[config.mk]
export PLATFORM = sky130hd
export DESIGN_NAME = dramc_top
export DESIGN_NICKNAME = d
export VERILOG_FILES = /design/src/rtl/dramc_pkg.sv /design/src/rtl/dramc_sync.sv /design/src/rtl/dramc_seq.sv /design/src/rtl/dramc_strobes.sv /design/src/rtl/dramc_addr_mux.sv /design/src/rtl/dramc_top.sv
export SDC_FILE = /design/constraint.sdc
export NUM_CORES = 1
export LEC_CHECK = 0
export BUFFER_PORTS_ARGS = -buffer_cell sky130_fd_sc_hd__buf_4
export CAP_MARGIN = 20
export CORE_MARGIN = 4
export CORE_UTILIZATION = 35
export CTS_BUF_LIST = sky130_fd_sc_hd__clkbuf_8 sky130_fd_sc_hd__clkbuf_16
export CTS_CLUSTER_SIZE = 10
export DETAILED_ROUTE_END_ITERATION = 6
export HOLD_SLACK_MARGIN = 0.06
export PLACE_DENSITY = 0.69
export SYNTH_ARGS = -nofsm -noshare
export SYNTH_HDL_FRONTEND = slang
export SYNTH_SLANG_ARGS = --single-unit
export TNS_END_PERCENT = 1
[constraint.sdc]
create_clock -name clk -period 2.2 [get_ports clk]
set_input_delay 0.22 -clock clk [delete_from_list [all_inputs] [get_ports clk]]
set_output_delay 0.22 -clock clk [all_outputs]
set_load 0.01 [all_outputs]
[src/rtl/dramc_pkg.sv]
package dramc_pkg;

  typedef enum logic [1:0] {
    K_NONE = 2'd0,
    K_MEM  = 2'd1,
    K_RFSH = 2'd2
  } kind_e;

  typedef enum logic [1:0] {
    S_IDLE  = 2'd0,
    S_ACT   = 2'd1,
    S_DRAIN = 2'd2,
    S_PRE   = 2'd3
  } seq_e;

  // Region 0 is the unserved low 2 MB (refresh slot), 1..4 are card banks.
  function automatic kind_e classify(input logic [2:0] region);
    if (region == 3'd0)      return K_RFSH;
    else if (region <= 3'd4) return K_MEM;
    else                     return K_NONE;
  endfunction

endpackage

[src/rtl/dramc_sync.sv]
module dramc_sync #(
  parameter int W      = 3,
  parameter int STAGES = 2
) (
  input  logic         clk,
  input  logic         rst_n,
  input  logic [W-1:0] d,
  output logic [W-1:0] q
);
  logic [W-1:0] chain [STAGES];

  generate
    for (genvar s = 0; s < STAGES; s++) begin : g_stage
      if (s == 0) begin : g_first
        always_ff @(posedge clk or negedge rst_n) begin
          if (!rst_n) chain[0] <= '1;
          else        chain[0] <= d;
        end
      end else begin : g_next
        always_ff @(posedge clk or negedge rst_n) begin
          if (!rst_n) chain[s] <= '1;
          else        chain[s] <= chain[s-1];
        end
      end
    end
  endgenerate

  assign q = chain[STAGES-1];
endmodule

[src/rtl/dramc_seq.sv]
module dramc_seq
  import dramc_pkg::*;
#(
  parameter int TW        = 4,
  parameter int PRECHARGE = 2
) (
  input  logic          clk,
  input  logic          rst_n,
  input  logic          as_s,
  input  logic [2:0]    region,
  input  logic          rd_wr_n,
  output seq_e          st,
  output logic [TW-1:0] tick,
  output kind_e         kind,
  output logic          is_read,
  output logic          start,
  output kind_e         start_kind,
  output logic [1:0]    start_bank
);
  localparam int PW = (PRECHARGE < 2) ? 1 : $clog2(PRECHARGE);
  localparam logic [TW-1:0] TICK_SAT = '1;
  localparam logic [PW-1:0] PRE_LAST = PW'(PRECHARGE - 1);

  logic [PW-1:0] pcnt;

  assign start      = (st == S_IDLE) && !as_s;
  assign start_kind = classify(region);
  assign start_bank = 2'(region - 3'd1);

  always_ff @(posedge clk or negedge rst_n) begin
    if (!rst_n) begin
      st      <= S_IDLE;
      tick    <= '0;
      kind    <= K_NONE;
      is_read <= 1'b0;
      pcnt    <= '0;
    end else begin
      case (st)
        S_IDLE: if (start) begin
          st      <= S_ACT;
          tick    <= '0;
          kind    <= start_kind;
          is_read <= rd_wr_n;
        end
        S_ACT: begin
          if (tick != TICK_SAT) tick <= tick + 1'b1;
          if (as_s) st <= S_DRAIN;
        end
        S_DRAIN: begin
          st   <= S_PRE;
          pcnt <= '0;
        end
        default: begin
          if (pcnt == PRE_LAST) st <= S_IDLE;
          else                  pcnt <= pcnt + 1'b1;
        end
      endcase
    end
  end

  // the wait state never jumps straight back into an active cycle
  assert_pre_to_idle_R8: assert property (@(posedge clk) disable iff (!rst_n)
    (st == S_PRE) |=> (st == S_PRE || st == S_IDLE));
endmodule

[src/rtl/dramc_strobes.sv]
module dramc_strobes
  import dramc_pkg::*;
#(
  parameter int TW          = 4,
  parameter int RAS_DLY     = 3,
  parameter int CAS_RD_DLY  = 5,
  parameter int CAS_WR_DLY  = 6,
  parameter int REF_CAS_DLY = 4,
  parameter int REF_RAS_DLY = 5,
  parameter int PRECHARGE   = 2
) (
  input  logic          clk,
  input  logic          rst_n,
  input  seq_e          st,
  input  logic [TW-1:0] tick,
  input  kind_e         kind,
  input  logic          is_read,
  input  logic          start,
  input  kind_e         start_kind,
  input  logic [1:0]    start_bank,
  input  logic          rd_wr_n,
  input  logic          as_s,
  input  logic          uds_s,
  input  logic          lds_s,
  output logic          ras_n,
  output logic          cas_hi_n,
  output logic          cas_lo_n,
  output logic [3:0]    bank_sel_n,
  output logic          xcvr_oe_n,
  output logic          xcvr_to_cpu
);
  localparam logic [TW-1:0] T_RAS  = TW'(RAS_DLY - 1);
  localparam logic [TW-1:0] T_RCAS = TW'(REF_CAS_DLY - 1);
  localparam logic [TW-1:0] T_RRAS = TW'(REF_RAS_DLY - 1);
  localparam logic [TW-1:0] T_CRD  = TW'(CAS_RD_DLY - 1);
  localparam logic [TW-1:0] T_CWR  = TW'(CAS_WR_DLY - 1);

  logic [TW-1:0] ras_thr, cas_thr;
  logic          live, refr, ras_go, cas_base, cas_hi_go, cas_lo_go;

  assign live     = (kind != K_NONE);
  assign refr     = (kind == K_RFSH);
  assign ras_thr  = refr ? T_RRAS : T_RAS;
  assign cas_thr  = refr ? T_RCAS : (is_read ? T_CRD : T_CWR);
  // once the row strobe is low it stays low until the drain state
  assign ras_go   = live && ((!as_s && tick >= ras_thr) || !ras_n);
  assign cas_base = live && !as_s && (tick >= cas_thr) && (refr || !ras_n);
  assign cas_hi_go = cas_base && (refr || !uds_s);
  assign cas_lo_go = cas_base && (refr || !lds_s);

  always_ff @(posedge clk or negedge rst_n) begin
    if (!rst_n) begin
      ras_n       <= 1'b1;
      cas_hi_n    <= 1'b1;
      cas_lo_n    <= 1'b1;
      bank_sel_n  <= 4'hF;
      xcvr_oe_n   <= 1'b1;
      xcvr_to_cpu <= 1'b0;
    end else begin
      case (st)
        S_IDLE: if (start) begin
          case (start_kind)
            K_MEM:   bank_sel_n <= ~(4'b0001 << start_bank);
            K_RFSH:  bank_sel_n <= 4'h0;
            default: bank_sel_n <= 4'hF;
          endcase
          xcvr_oe_n   <= (start_kind != K_MEM);
          xcvr_to_cpu <= rd_wr_n;
        end
        S_ACT: begin
          ras_n    <= ~ras_go;
          cas_hi_n <= ~cas_hi_go;
          cas_lo_n <= ~cas_lo_go;
          if (as_s) xcvr_oe_n <= 1'b1;
        end
        S_DRAIN: begin
          ras_n      <= 1'b1;
          cas_hi_n   <= 1'b1;
          cas_lo_n   <= 1'b1;
          bank_sel_n <= 4'hF;
        end
        default: ;
      endcase
    end
  end

  // row-strobe high-time monitor for the precharge check
  localparam int HW = $clog2(PRECHARGE + 2);
  localparam logic [HW-1:0] HI_SAT = '1;
  logic [HW-1:0] hi_run;
  always_ff @(posedge clk or negedge rst_n) begin
    if (!rst_n)      hi_run <= '0;
    else if (!ras_n) hi_run <= '0;
    else if (hi_run != HI_SAT) hi_run <= hi_run + 1'b1;
  end

  assert_precharge_R8: assert property (@(posedge clk) disable iff (!rst_n)
    $fell(ras_n) |-> (hi_run >= HW'(PRECHARGE)));

  assert_release_order_R4: assert property (@(posedge clk) disable iff (!rst_n)
    $rose(ras_n) |-> (cas_hi_n && cas_lo_n && $past(cas_hi_n) && $past(cas_lo_n)));

  assert_bank_select_R1: assert property (@(posedge clk) disable iff (!rst_n)
    ($countones(~bank_sel_n) <= 1) || (bank_sel_n == 4'h0));

  assert_no_xcvr_refresh_R7: assert property (@(posedge clk) disable iff (!rst_n)
    (bank_sel_n == 4'h0) |-> xcvr_oe_n);

  assert_cbr_lead_R5: assert property (@(posedge clk) disable iff (!rst_n)
    ($fell(ras_n) && bank_sel_n == 4'h0) |-> ($past(!cas_hi_n) && $past(!cas_lo_n)));

  assert_lane_gate_R3: assert property (@(posedge clk) disable iff (!rst_n)
    ($fell(cas_hi_n) && bank_sel_n != 4'h0) |-> !$past(uds_s));
endmodule

[src/rtl/dramc_addr_mux.sv]
module dramc_addr_mux
  import dramc_pkg::*;
#(
  parameter int TW      = 4,
  parameter int MUX_W   = 10,
  parameter int RAS_DLY = 3
) (
  input  logic             clk,
  input  logic             rst_n,
  input  logic             start,
  input  seq_e             st,
  input  logic [TW-1:0]    tick,
  input  kind_e            kind,
  input  logic [23:1]      cpu_addr,
  output logic [MUX_W-1:0] dram_addr
);
  localparam int ROW_LO = MUX_W + 1;
  localparam int ROW_HI = 2 * MUX_W;
  localparam logic [TW-1:0] T_COL = TW'(RAS_DLY);

  logic [MUX_W-1:0] row_half, col_half;
  assign row_half = cpu_addr[ROW_HI:ROW_LO];
  assign col_half = cpu_addr[MUX_W:1];

  always_ff @(posedge clk or negedge rst_n) begin
    if (!rst_n)                                        dram_addr <= '0;
    else if (start)                                    dram_addr <= row_half;
    else if (st == S_ACT && kind == K_MEM && tick == T_COL) dram_addr <= col_half;
  end

  assert_row_held_R6: assert property (@(posedge clk) disable iff (!rst_n)
    (st == S_ACT && kind == K_MEM && tick != '0 && tick <= T_COL) |-> $stable(dram_addr));
endmodule

[src/rtl/dramc_top.sv]
module dramc_top
  import dramc_pkg::*;
#(
  parameter int SYNC_STAGES = 2,
  parameter int RAS_DLY     = 3,
  parameter int CAS_RD_DLY  = 5,
  parameter int CAS_WR_DLY  = 6,
  parameter int REF_CAS_DLY = 4,
  parameter int REF_RAS_DLY = 5,
  parameter int PRECHARGE   = 2,
  parameter int MUX_W       = 10
) (
  input  logic             clk,
  input  logic             rst_n,
  input  logic             as_n,
  input  logic             uds_n,
  input  logic             lds_n,
  input  logic             rd_wr_n,
  input  logic [23:1]      cpu_addr,
  output logic             ras_n,
  output logic             cas_hi_n,
  output logic             cas_lo_n,
  output logic [3:0]       bank_sel_n,
  output logic [MUX_W-1:0] dram_addr,
  output logic             xcvr_oe_n,
  output logic             xcvr_to_cpu
);
  localparam int MAX_A = (CAS_WR_DLY > CAS_RD_DLY) ? CAS_WR_DLY : CAS_RD_DLY;
  localparam int MAX_B = (REF_RAS_DLY > MAX_A) ? REF_RAS_DLY : MAX_A;
  localparam int TW    = $clog2(MAX_B + 2);

  logic [2:0] strb_s;
  logic       as_s, uds_s, lds_s;

  dramc_sync #(.W(3), .STAGES(SYNC_STAGES)) u_sync (
    .clk(clk), .rst_n(rst_n), .d({as_n, uds_n, lds_n}), .q(strb_s));
  assign {as_s, uds_s, lds_s} = strb_s;

  seq_e          st;
  logic [TW-1:0] tick;
  kind_e         kind, start_kind;
  logic          is_read, start;
  logic [1:0]    start_bank;

  dramc_seq #(.TW(TW), .PRECHARGE(PRECHARGE)) u_seq (
    .clk(clk), .rst_n(rst_n), .as_s(as_s), .region(cpu_addr[23:21]),
    .rd_wr_n(rd_wr_n), .st(st), .tick(tick), .kind(kind), .is_read(is_read),
    .start(start), .start_kind(start_kind), .start_bank(start_bank));

  dramc_strobes #(
    .TW(TW), .RAS_DLY(RAS_DLY), .CAS_RD_DLY(CAS_RD_DLY), .CAS_WR_DLY(CAS_WR_DLY),
    .REF_CAS_DLY(REF_CAS_DLY), .REF_RAS_DLY(REF_RAS_DLY), .PRECHARGE(PRECHARGE)
  ) u_strobes (
    .clk(clk), .rst_n(rst_n), .st(st), .tick(tick), .kind(kind), .is_read(is_read),
    .start(start), .start_kind(start_kind), .start_bank(start_bank),
    .rd_wr_n(rd_wr_n), .as_s(as_s), .uds_s(uds_s), .lds_s(lds_s),
    .ras_n(ras_n), .cas_hi_n(cas_hi_n), .cas_lo_n(cas_lo_n),
    .bank_sel_n(bank_sel_n), .xcvr_oe_n(xcvr_oe_n), .xcvr_to_cpu(xcvr_to_cpu));

  dramc_addr_mux #(.TW(TW), .MUX_W(MUX_W), .RAS_DLY(RAS_DLY)) u_mux (
    .clk(clk), .rst_n(rst_n), .start(start), .st(st), .tick(tick), .kind(kind),
    .cpu_addr(cpu_addr), .dram_addr(dram_addr));

  // a strobe that ends before the row threshold leaves the row strobe idle
  assert_abort_quiet_R9: assert property (@(posedge clk) disable iff (!rst_n)
    (st == S_ACT && as_s && ras_n) |=> ras_n);
endmodule

---- Word-level counts from Yosys, hierarchy flattened ----
Cells that the tools add are included.
word-level totals
  output and inout port bits .............. 19
  flip-flop bits (word level) ............. 33
  word-level logic and storage cells ...... 93
cells by class
  bitwise logic cells ..................... 4
  $lt $le $gt $ge ......................... 3
  equal/unequal tests ..................... 12
  $add $sub $neg .......................... 3
  mux-type cells .......................... 25
  shift-type cells ........................ 1
  reductions and logical operators ........ 32
operators with widths
  operator                                                            count
  10-bit 2-to-1 mux                                                   2
  4-bit case mux with 2 select lines                                  2
  3-bit 2-to-1 mux                                                    4
  1-bit logical AND                                                   10
  1-bit case mux with 2 select lines                                  5
  2-bit nonzero test                                                  5
  3-bit AND reduction                                                 3
  2-bit 2-to-1 mux                                                    4
  2-bit by 1-bit == test with 1-bit output (second input constant)    3
  2-bit == test (second input constant)                               3
  3-bit >= comparator                                                 2
  2-bit != test (second input constant)                               3
  2-bit case mux with 3 select lines                                  1
  3-bit case mux with 2 select lines                                  1
  1-bit 2-to-1 mux                                                    5
  1-bit logical NOT                                                   4
  1-bit logical OR                                                    4
  4-bit 2-to-1 mux                                                    1
  4-bit inverter                                                      1
  2-bit AND reduction                                                 2
  4-bit nonzero test                                                  1
  1-bit by 2-bit left shift with 4-bit output (first input constant)  1
  3-bit by 1-bit adder with 3-bit output (second input constant)      1
  3-bit by 2-bit == test with 1-bit output (second input constant)    1
  9 further kinds                                                     11

---- Depth between registers and ports, before layout ----
Gate-level depths: netlist (run 1).
  depth after elaboration ................. 8
  gate-level depth with buffers ........... 7
  mapped depth without buffers ............ 6

---- Modules after synthesis ----
A second synthesis (run 1) with hierarchy kept.
unflattened totals
  cells, all modules ...................... 180
  area, all modules ....................... 1943.1 sq um
modules (own cells, without submodules)
  module          area an instance (sq um)  instances  cells an instance
  dramc_strobes   643.1                     1          68
  dramc_addr_mux  560.5                     1          52
  dramc_seq       559.3                     1          51
  dramc_sync      180.2                     1          9

---- Least setup slack after synthesis (run 1) ----
Ideal clock, no wire load.
  path kind ............................... register to register
  start point ............................. register u_seq.st[0]
  end point ............................... register u_mux.dram_addr[8]
  period minus slack after synthesis ...... 1.813 ns
  arrival time ............................ 1.688 ns
  path buffers ............................ 2
  setup slack ............................. 0.387 ns
  stages on the path, launching flop included .. 8
  cells stage by stage .................... dfrtp_1 > inv_1 > ha_1 > nor2b_1 > buf_6 > buf_6 > mux2_1 > mux2_4
between the ends
  cells in the longest elaborated chain, start to end .. 4
  elaborated cells on any way between the ends .. 7
ends and longest elaborated chain
  what                                      RTL line              source
  from (decl)                               dramc_seq.sv:12       output seq_e st,
  from (signal assigned)                    dramc_seq.sv:32       st <= S_IDLE;
  from (signal assigned)                    dramc_seq.sv:40       st <= S_ACT;
  from (signal assigned)                    dramc_seq.sv:47       if (as_s) st <= S_DRAIN;
  2-bit by 1-bit == test with 1-bit output  dramc_addr_mux.sv:28  else if (st == S_ACT && kind == K_MEM && tick == T_COL) dram_addr <= col_half;
  1-bit logical AND (2 in a row)            dramc_addr_mux.sv:28
  2-bit nonzero test (no line)              --
  to (signal assigned)                      dramc_addr_mux.sv:27  else if (start) dram_addr <= row_half;
  to (signal assigned)                      dramc_addr_mux.sv:28
  to (decl)                                 dramc_addr_mux.sv:15  output logic [MUX_W-1:0] dram_addr
Several ways; a longest one is shown, not always the timed one.
A chain may end at the register's enable or synchronous reset.

---- Worst setup path after layout (run 1) ----
  start point ............................. register u_seq.st[0]
  end point ............................... register u_mux.dram_addr[1]
The elaborated chain is that of the path after synthesis.

==> metrics.txt, run 1 <==
status=finished clean; mean post-synth cell area=between 10 and 15 um^2; vias post-DR=1357; placed cell area=2230 um^2; Synth Net Count=203; vias per inst=4.74; static leakage=between 0.001 and 0.0015 uW; Req. time, crit path=2.37 ns; number of diodes=0; #FFs+latches synth=33; Longest Clk Path Bufs=2; Final Hold Vio Count=0; worst path arrival time=2.16 ns; most common cell in the netlist=dfrtp_1; gr usage total=0.127; # rows=25; root buf cell=clkbuf_8; max-slew violations=0; FILL cells=approximately 460; Die Wd=79.7 um; Post-route DRC=0; Fmax=502 MHz; Avg WL per Cell=12.7 um; async set-reset flop share out of synthesis=1.00; final clock skew=roughly 0.0081 ns; setup ws final=0.208 ns; ratio of total power to cell area=1260 nW/um^2; Clock Pin Slew Worst Setup and Hold Paths=0.07 ns; reg-to-reg slack, setup=0.21 ns; CP endpoint kind=flip-flop; hold path endpoint=u_strobes.xcvr_to_cpu; share of layout cells above drive strength 1=0.434; CP Class=flip-flop to flip-flop; synth top area cells=dfrtp_1, dfstp_2, ha_1; slew margin rel.=0.684; H-tree depth=2; TNS Setup=0 ns; # clock sinks=33; critical path launch point type=flip-flop; Area Overhead vs Synth=31.1%; hold slack final=0.128 ns; distinct cell type count after synthesis=35; drt first-iter violations=73; Finished Cell Area=2360 um^2; total wire length=3640 um; Tcrit/Tclk final=0.905; worst hold path class=input pin to flip-flop; CTS Buf Count=5; core area=4850 um^2; Ports=48; hpwl dp=2630 um; vias in the first global route=1437; commonest cells in the netlist=dfrtp_1, nand2_1, dfstp_2, mux2_2, ha_1; Detailed Routing Iterations Pass 1=4; Synth area leader=dfrtp_1; Final setup viols=0; Total Power=2960 uW; CP Max Fanout=14; post-route ant nets=0; Tmin final=1.99 ns; post-synthesis sequential area ratio=0.469; FF-to-FF End=u_mux.dram_addr[1]; Max VDD drop=0.582 mV; Mapped Cells=161; Synth Flop Type=dfrtp_1; final layout net count=260; CTS tree=yes; initial antenna violation count=0; FF-to-FF path depth=6; top-area cell type share of the netlist area=0.265; hold path start=rd_wr_n; area of the multi-input gates=approximately 860 um^2; RSZ-0062 raised after global routing=false; Post-synth EDFFs=0; worst slack at placement=0.213 ns; synth warn=0; die area=6340 um^2; input/output buffers=between 40 and 50; Die Span Y=79.7 um; Clock Latency Late Sink=0.29 ns; pin count of the biggest net entering global routing=34; FF/Latch Area=843 um^2; Mapped Area=1800 um^2; RD Place Congestion=0.765; Hold Crit Depth=3; gr ovfl total=0; Initial Utilization=0.371; slew at the pin with the worst max-slew slack=0.463 ns; first-pass GRT wire length=6270 um; RR Startpoint=u_seq.st[0]; Max-cap violations=0
registers in the layout, summed over array words and instances (netlist names), 2 cells and up:
register,cells
u_mux.dram_addr,10
u_seq.kind,2
u_seq.st,2
u_seq.tick,3
u_strobes.bank_sel_n,4
u_sync.chain,3
u_sync.q,3
critical path, stage by stage, from the launching register on:
cell and delay (ns):
dfrtp_1 0.40, inv_1 0.13, ha_1 0.35, nor2b_1 0.17, buf_4 0.22, mux2_2 0.35
mux2_2 0.26
layout make-up:
| cell class | count | area share |
|---|---|---|
| multi-input cells | 110 | 0.364 |
| flip-flops and latches | 33 | 0.358 |
| repair buffers | 57 | 0.186 |
| well taps | 67 | 0.0356 |
| clock buffers | 5 | 0.0292 |
| inverters | 11 | 0.0196 |
| clock inverters | 3 | 0.00743 |
metal layers:
metal	track usage	wire length, um
met5	0	0
met4	0.0361	47
met3	0.0463	253
met2	0.214	1720
met1	0.150	1630
per-stage QoR:
| step | cells | util |
|---|---|---|
| CTS | 286 | 0.486 |
| detailed placement | 274 | 0.460 |
| global placement | 274 | 0.460 |
| finish | 286 | 0.486 |
| floorplan | 161 | - |
| global route | 286 | 0.486 |
timing repair:
action,4_1_cts,5_1_grt
hold buffers,4,0
gates resized for setup,0,0
setup buffers,0,0
endpoints found under the hold margin,22,0
how the worst max path moves through the flow:
| stage | from | to | slack [ns] | cells after the start |
|---|---|---|---|---|
| 6_report | u_seq.st[0] | u_mux.dram_addr[1] | 0.21 | 6 |
| 5_1_grt | u_seq.st[0] | u_mux.dram_addr[0] | 0.08 | 6 |
| 4_1_cts | u_seq.st[0] | u_mux.dram_addr[7] | 0.21 | 6 |
| 3_5_place_dp | u_seq.st[0] | u_mux.dram_addr[1] | 0.21 | 6 |
| 3_3_place_gp | u_seq.st[0] | u_mux.dram_addr[2] | 0.27 | 6 |
| 2_1_floorplan | u_seq.st[0] | u_mux.dram_addr[8] | 0.39 | 7 |
cell families after synthesis:
group                      share of synthesized area
and+or+nand+nor                                0.108
AOI/OAI and AO/OA                              0.137
DFF                                            0.469
muxes                                          0.142
buffers and inverters                         0.0529
adders and majority gates                     0.0905
cells in the final DEF, fill, tap and decap left out, types with 2 or more instances in the layout:
cell / n
clkinv_2: 2
buf_4: 53
mux2_2: 14
o21ai_0: 8
dfrtp_1: 19
clkbuf_8: 5
nor2_1: 9
mux2_1: 6
o221ai_1: 2
dfstp_2: 14
nor3_1: 2
dlygate4sd3_1: 4
nor2b_1: 2
ha_1: 13
a211oi_1: 2
nand3_1: 2
a31oi_1: 3
nand2_1: 17
nor3b_1: 2
a21oi_1: 6
mux2_4: 2
inv_1: 10
nand2b_1: 5
a2bb2oi_1: 3
power breakdown:
group	total [uW]	switching, uW	leakage, uW	internal (uW)
clock network	450	232	0.0000439	218
registers	1060	172	0.000375	883
logic	1460	685	0.000665	773
No activity file was read; power rests on OpenSTA's default activity.
==> run 2, diff against run 1 <==
Settings changed: CORE_ASPECT_RATIO set to 1.4.
==> metrics.txt, run 2 (synthesis results as in run 1) <==
status=finished clean (unchanged); static leakage=0.00110 uW (was 0.00108 uW); gr ovfl total=0 (unchanged); Detailed Routing Iterations Pass 1=4 (unchanged); slowest cell on the critical path=or4_1 (was dfrtp_1); Cell Chain, Critical Path=inv_1 > ha_1 > or4_1 > o211ai_1 > mux2_2 (was inv_1 > ha_1 > nor2b_1 > buf_4 > mux2_2 > mux2_2); vias in the first global route=1459 (was 1437); RD Place Congestion=0.778 (was 0.765); CP Max Fanout=7 (was 14); TNS Setup=0 ns (unchanged); drt first-iter violations=21 (was 73); setup ws final=0.325 ns (was 0.208 ns); Die Wd=68.6 um (was 79.7 um); slew at the pin with the worst max-slew slack=0.410 ns (was 0.463 ns); Longest Clk Path Bufs=2 (unchanged); hold path start=rd_wr_n (unchanged); gr usage total=0.131 (was 0.127); Post-Place Cells=270 (was 274); internal power=2010 uW (was 1870 uW); Switching Share=0.349 (was 0.368); final clock skew=0.0109 ns (was 0.00808 ns); commonest non-fill, non-tap cell in the layout=buf_4 (unchanged); input/output buffers=47 (unchanged); share of layout cells above drive strength 1=0.427 (was 0.434); Finished Cell Area=2370 um^2 (was 2360 um^2); Req. time, crit path=2.36 ns (was 2.37 ns); CP endpoint kind=flip-flop (unchanged); Initial Utilization=0.365 (was 0.371); Max-cap violations=0 (unchanged); Final Hold Vio Count=0 (unchanged); first-pass GRT wire length=6380 um (was 6270 um); Clock Pin Slew Worst Setup and Hold Paths=0.07 ns (about the same); vias post-DR=1377 (was 1357); placed cell area=2220 um^2 (was 2230 um^2); total wire length=3710 um (was 3640 um); die area=6360 um^2 (was 6340 um^2); initial antenna violation count=0 (unchanged); power share of the sequential group=0.343 (was 0.356); root buf cell=clkbuf_8 (unchanged); FF-to-FF End=u_seq.st[1] (was u_mux.dram_addr[1]); Tcrit/Tclk final=0.852 (was 0.905); PostCTS Resize Cnt=0 (unchanged); Psw=1080 uW (was 1090 uW); hold buffers post-CTS=4 (unchanged); H-tree depth=2 (unchanged); slew margin rel.=0.727 (was 0.684); CP Class=flip-flop to flip-flop (unchanged); combinational power share=0.469 (was 0.492); final std cells w/o fill=282 (was 286); number of diodes=0 (unchanged); Max VDD drop=0.616 mV (was 0.582 mV); commonest non-fill, non-tap cells in the layout=buf_4, dfrtp_1, nand2_1 (unchanged); reg-to-reg slack, setup=0.32 ns (was 0.21 ns); RSZ-0062 raised after global routing=false (unchanged); Ports=48 (unchanged); clock share of power=0.187 (was 0.152); hold path endpoint=u_strobes.xcvr_to_cpu (unchanged); Clock Latency Late Sink=0.29 ns (about the same); CTS tree=yes (unchanged); max-slew violations=0 (unchanged); Final setup viols=0 (unchanged); hpwl dp=2780 um (was 2630 um); ratio of total power to cell area=1300 nW/um^2 (was 1260 nW/um^2); Largest Register=u_mux.dram_addr (unchanged); Hold Crit Depth=3 (unchanged); flip-flop count of the largest register after layout=10 (unchanged); pin count of the biggest net entering global routing=34 (unchanged); Post-route DRC=0 (unchanged); Die Span Y=92.8 um (was 79.7 um); Fmax=533 MHz (was 502 MHz); FILL cells=445 (was 464); Post-CTS Setup Inserts=0 (unchanged); CP peak stage delay=0.54 ns (was 0.40 ns); vias per inst=4.88 (was 4.74); FF-to-FF path depth=5 (was 6); Tmin final=1.88 ns (was 1.99 ns); # clock sinks=33 (unchanged); RR Startpoint=u_seq.st[0] (unchanged); Avg WL per Cell=13.1 um (was 12.7 um); biggest regs=u_mux.dram_addr x10, u_strobes.bank_sel_n x4 (unchanged); worst path arrival time=2.04 ns (was 2.16 ns); core area=4920 um^2 (was 4850 um^2); # rows=30 (was 25); critical path launch point type=flip-flop (unchanged); worst slack at placement=0.327 ns (was 0.213 ns); post-route ant nets=0 (unchanged); final layout net count=259 (was 260); CTS Buf Count=5 (unchanged); Area Overhead vs Synth=32.2% (was 31.1%); worst hold path class=input pin to flip-flop (unchanged)
[run 2: routing by layer]
layer	global-route usage	wire length, um	part of all wire
met1	0.149	1480	0.40
met2	0.221	1920	0.52
met3	0.0303	208	0.056
met4	0.0680	97	0.026
met5	0	0	0
[run 2: power groups by stage]
stage | sequential, uW | clock [uW] | combinational, uW
after floorplan | 1110 | 0 | 915
after global placement | 1070 | 0 | 1440
after detailed placement | 1070 | 0 | 1460
after CTS | 1060 | 594 | 1470
after global routing | 1100 | 613 | 1620
final | 1060 | 578 | 1450
[run 2: critical path, delay by kind of cell, from the launching register on]
family,cells,cell delay [ns]
AO/OA/AOI/OAI,1,0.11
AND/OR/NAND/NOR,1,0.54
buffers and inverters,1,0.09
flip-flops,1,0.37
adder cells (fa/ha/maj),1,0.29
multiplexers,1,0.35
[run 2: layout make-up]
type,count,area (um^2),share of cell area
Clock inverter,2,33.8,0.0142
Sequential cell,33,843,0.355
Inverter,11,46.3,0.0195
Multi-Input combinational cell,110,858,0.361
Timing Repair Buffer,56,430,0.181
Clock buffer,6,82.6,0.0348
Tap cell,64,80.1,0.0337
[run 2: through the flow]
stage | util | hold slack (ns) | total power (uW)
after global placement | 0.451 | 0.182 | 2510
after CTS | 0.483 | 0.120 | 3130
after detailed placement | 0.451 | 0.187 | 2530
final | 0.483 | 0.126 | 3090
after floorplan | - | -0.0756 | 2020
after global routing | 0.483 | 0.133 | 3330
[run 2: how the worst max path moves through the flow]
stage                      from            endpoint  slack [ns]  cells past startpoint
detailed placement  u_seq.st[1]  u_mux.dram_addr[2]        0.33                      6
floorplan           u_seq.st[0]  u_mux.dram_addr[8]        0.39                      7
CTS                 u_seq.st[1]  u_mux.dram_addr[2]        0.32                      6
global placement    u_seq.st[1]  u_mux.dram_addr[7]        0.38                      6
global route        u_seq.st[1]  u_mux.dram_addr[6]        0.21                      6
finish              u_seq.st[0]         u_seq.st[1]        0.32                      5
==> run 3, diff against run 2 <==
Settings changed: PLACE_DENSITY 0.69 to not set, PLACE_DENSITY_LB_ADDON set to 0.1.
Clock period 2.2 ns to 1.53 ns, I/O delays scaled along.
==> metrics.txt, run 3 (synthesis results as in run 1) <==
slew margin rel.=0.716 (was 0.727); biggest regs=u_mux.dram_addr x10, u_strobes.bank_sel_n x4 (unchanged); static leakage=0.00126 uW (was 0.00110 uW); Final setup viols=12 (was 0); failing checks=negative setup slack; vias per inst=4.83 (was 4.88); max-slew violations=0 (unchanged); slew at the pin with the worst max-slew slack=0.426 ns (was 0.410 ns); gr usage total=0.148 (was 0.131); ratio of total power to cell area=1960 nW/um^2 (was 1300 nW/um^2); # rows=30 (unchanged); share of layout cells above drive strength 1=0.546 (was 0.427); Post-route DRC=0 (unchanged); Req. time, crit path=1.70 ns (was 2.36 ns); Longest Clk Path Bufs=2 (unchanged); CTS Buf Count=5 (unchanged); Max-cap violations=0 (unchanged); root buf cell=clkbuf_8 (unchanged); gr ovfl total=0 (unchanged); hpwl dp=3300 um (was 2780 um); RD Place Congestion=0.785 (was 0.778); Tmin final=1.76 ns (was 1.88 ns); total wire length=4500 um (was 3710 um); hold path start=cpu_addr[21] (was rd_wr_n); Area Overhead vs Synth=51.8% (was 32.2%); final layout net count=281 (was 259); commonest non-fill, non-tap cell in the layout=buf_4 (unchanged); Die Span Y=92.8 um (unchanged); CP peak stage delay=0.50 ns (was 0.54 ns); pin count of the biggest net entering global routing=34 (unchanged); Tcrit/Tclk final=1.15 (was 0.852); RR Startpoint=u_seq.st[1] (was u_seq.st[0]); status=finished with violations (was finished clean); # clock sinks=33 (unchanged); final clock skew=0.00160 ns (was 0.0109 ns); RSZ-0062 raised after global routing=true (was false); critical path launch point type=flip-flop (unchanged); Final Hold Vio Count=0 (unchanged); Clock Latency Late Sink=0.28 ns (was 0.29 ns); Max VDD drop=1.01 mV (was 0.616 mV); drt first-iter violations=55 (was 21); worst hold path class=input pin to flip-flop (unchanged); Buf/Inv on CP=1 (unchanged); initial antenna violation count=0 (unchanged); core area=4920 um^2 (unchanged); Initial Utilization=0.365 (unchanged); Detailed Routing Iterations Pass 1=4 (unchanged); CP Class=flip-flop to flip-flop (unchanged); reg-to-reg slack, setup=-0.23 ns (was 0.32 ns); worst slack at placement=-0.253 ns (was 0.327 ns); input/output buffers=47 (unchanged); CP Max Fanout=2 (was 7); slowest cell on the critical path=or4_4 (was or4_1); Cell Chain, Critical Path=buf_4 > ha_4 > or4_4 > o211ai_1 > mux2_4 (was inv_1 > ha_1 > or4_1 > o211ai_1 > mux2_2); Die Wd=68.6 um (unchanged); first-pass GRT wire length=7050 um (was 6380 um); flip-flop count of the largest register after layout=10 (unchanged); die area=6360 um^2 (unchanged); Clock Pin Slew Worst Setup and Hold Paths=0.06 ns (was 0.07 ns); setup ws final=-0.231 ns (was 0.325 ns); CTS tree=yes (unchanged); Worst Setup SP=u_seq.st[1] (was u_seq.st[0]); Ports=48 (unchanged); H-tree depth=2 (unchanged); number of diodes=0 (unchanged); commonest non-fill, non-tap cells in the layout=buf_4, dfrtp_1, nand2_1 (unchanged); worst path arrival time=1.93 ns (was 2.04 ns); Largest Register=u_mux.dram_addr (unchanged); post-route ant nets=0 (unchanged); CP endpoint kind=flip-flop (unchanged); Fmax=568 MHz (was 533 MHz); vias post-DR=1469 (was 1377); Avg WL per Cell=14.8 um (was 13.1 um); delay-heaviest family, CP=simple AND/OR/NAND/NOR gates (unchanged); TNS Setup=-1.94 ns (was 0 ns); vias in the first global route=1516 (was 1459)
[run 3: routing by layer]
metal	share of wire	up-vias	global-route usage
li1	-	724	-
met2	0.56	29	0.253
met5	0	-	0
met1	0.39	709	0.164
met4	0.014	0	0.0614
met3	0.041	7	0.0425
[run 3: cell type report]
| cell class | count | area [um^2] |
|---|---|---|
| Tap cell | 64 | 80.1 |
| Sequential cell | 33 | 843 |
| Fill cell | 428 | 2190 |
| Timing Repair Buffer | 78 | 618 |
| Inverter | 11 | 46.3 |
| Clock inverter | 2 | 33.8 |
| Multi-Input combinational cell | 110 | 1020 |
| Clock buffer | 6 | 82.6 |
[run 3: power breakdown]
part           leakage (uW)  internal (uW)  switching, uW  total [uW]
logic              0.000819           1650           1350        3000
registers          0.000375           1270            228        1500
clock network     0.0000626            524            314         838
[run 3: path summary, 6_finish.rpt]
kind / to / cells after the start
worst min register to register: u_sync.q[2] / 0
worst max-delay path: u_seq.st[1] / 5
worst max register to register: u_seq.st[1] / 5
max in group asynchronous: u_sync.q[0] / 2
min in group asynchronous: u_seq.tick[1] / 2
worst min-delay path: u_strobes.bank_sel_n[2] / 4
[run 3: worst min-delay path: stages]
cell	delay (ns)
buf_4	0.10
nand2_1	0.04
nand2_1	0.06
a2bb2oi_1	0.05
[run 3: what timing repair did]
item	4_1_cts	5_1_grt
hold buffers	5	0
buffers inserted	0	1
setup endpoints to repair	17	19
endpoints found under the hold margin	23	0
pin swaps	0	3
resized for setup	8	22
[run 3: per-stage QoR]
step	utilization	total power [uW]	area (um^2)	instances	hold slack, ns
final	0.555	5340	2730	304	0.125
after global routing	0.555	5740	2730	304	0.121
after CTS	0.528	5050	2590	303	0.117
after detailed placement	0.488	4080	2400	290	0.133
after global placement	0.488	3970	2400	290	0.120
after floorplan	-	2970	1810	161	-0.143
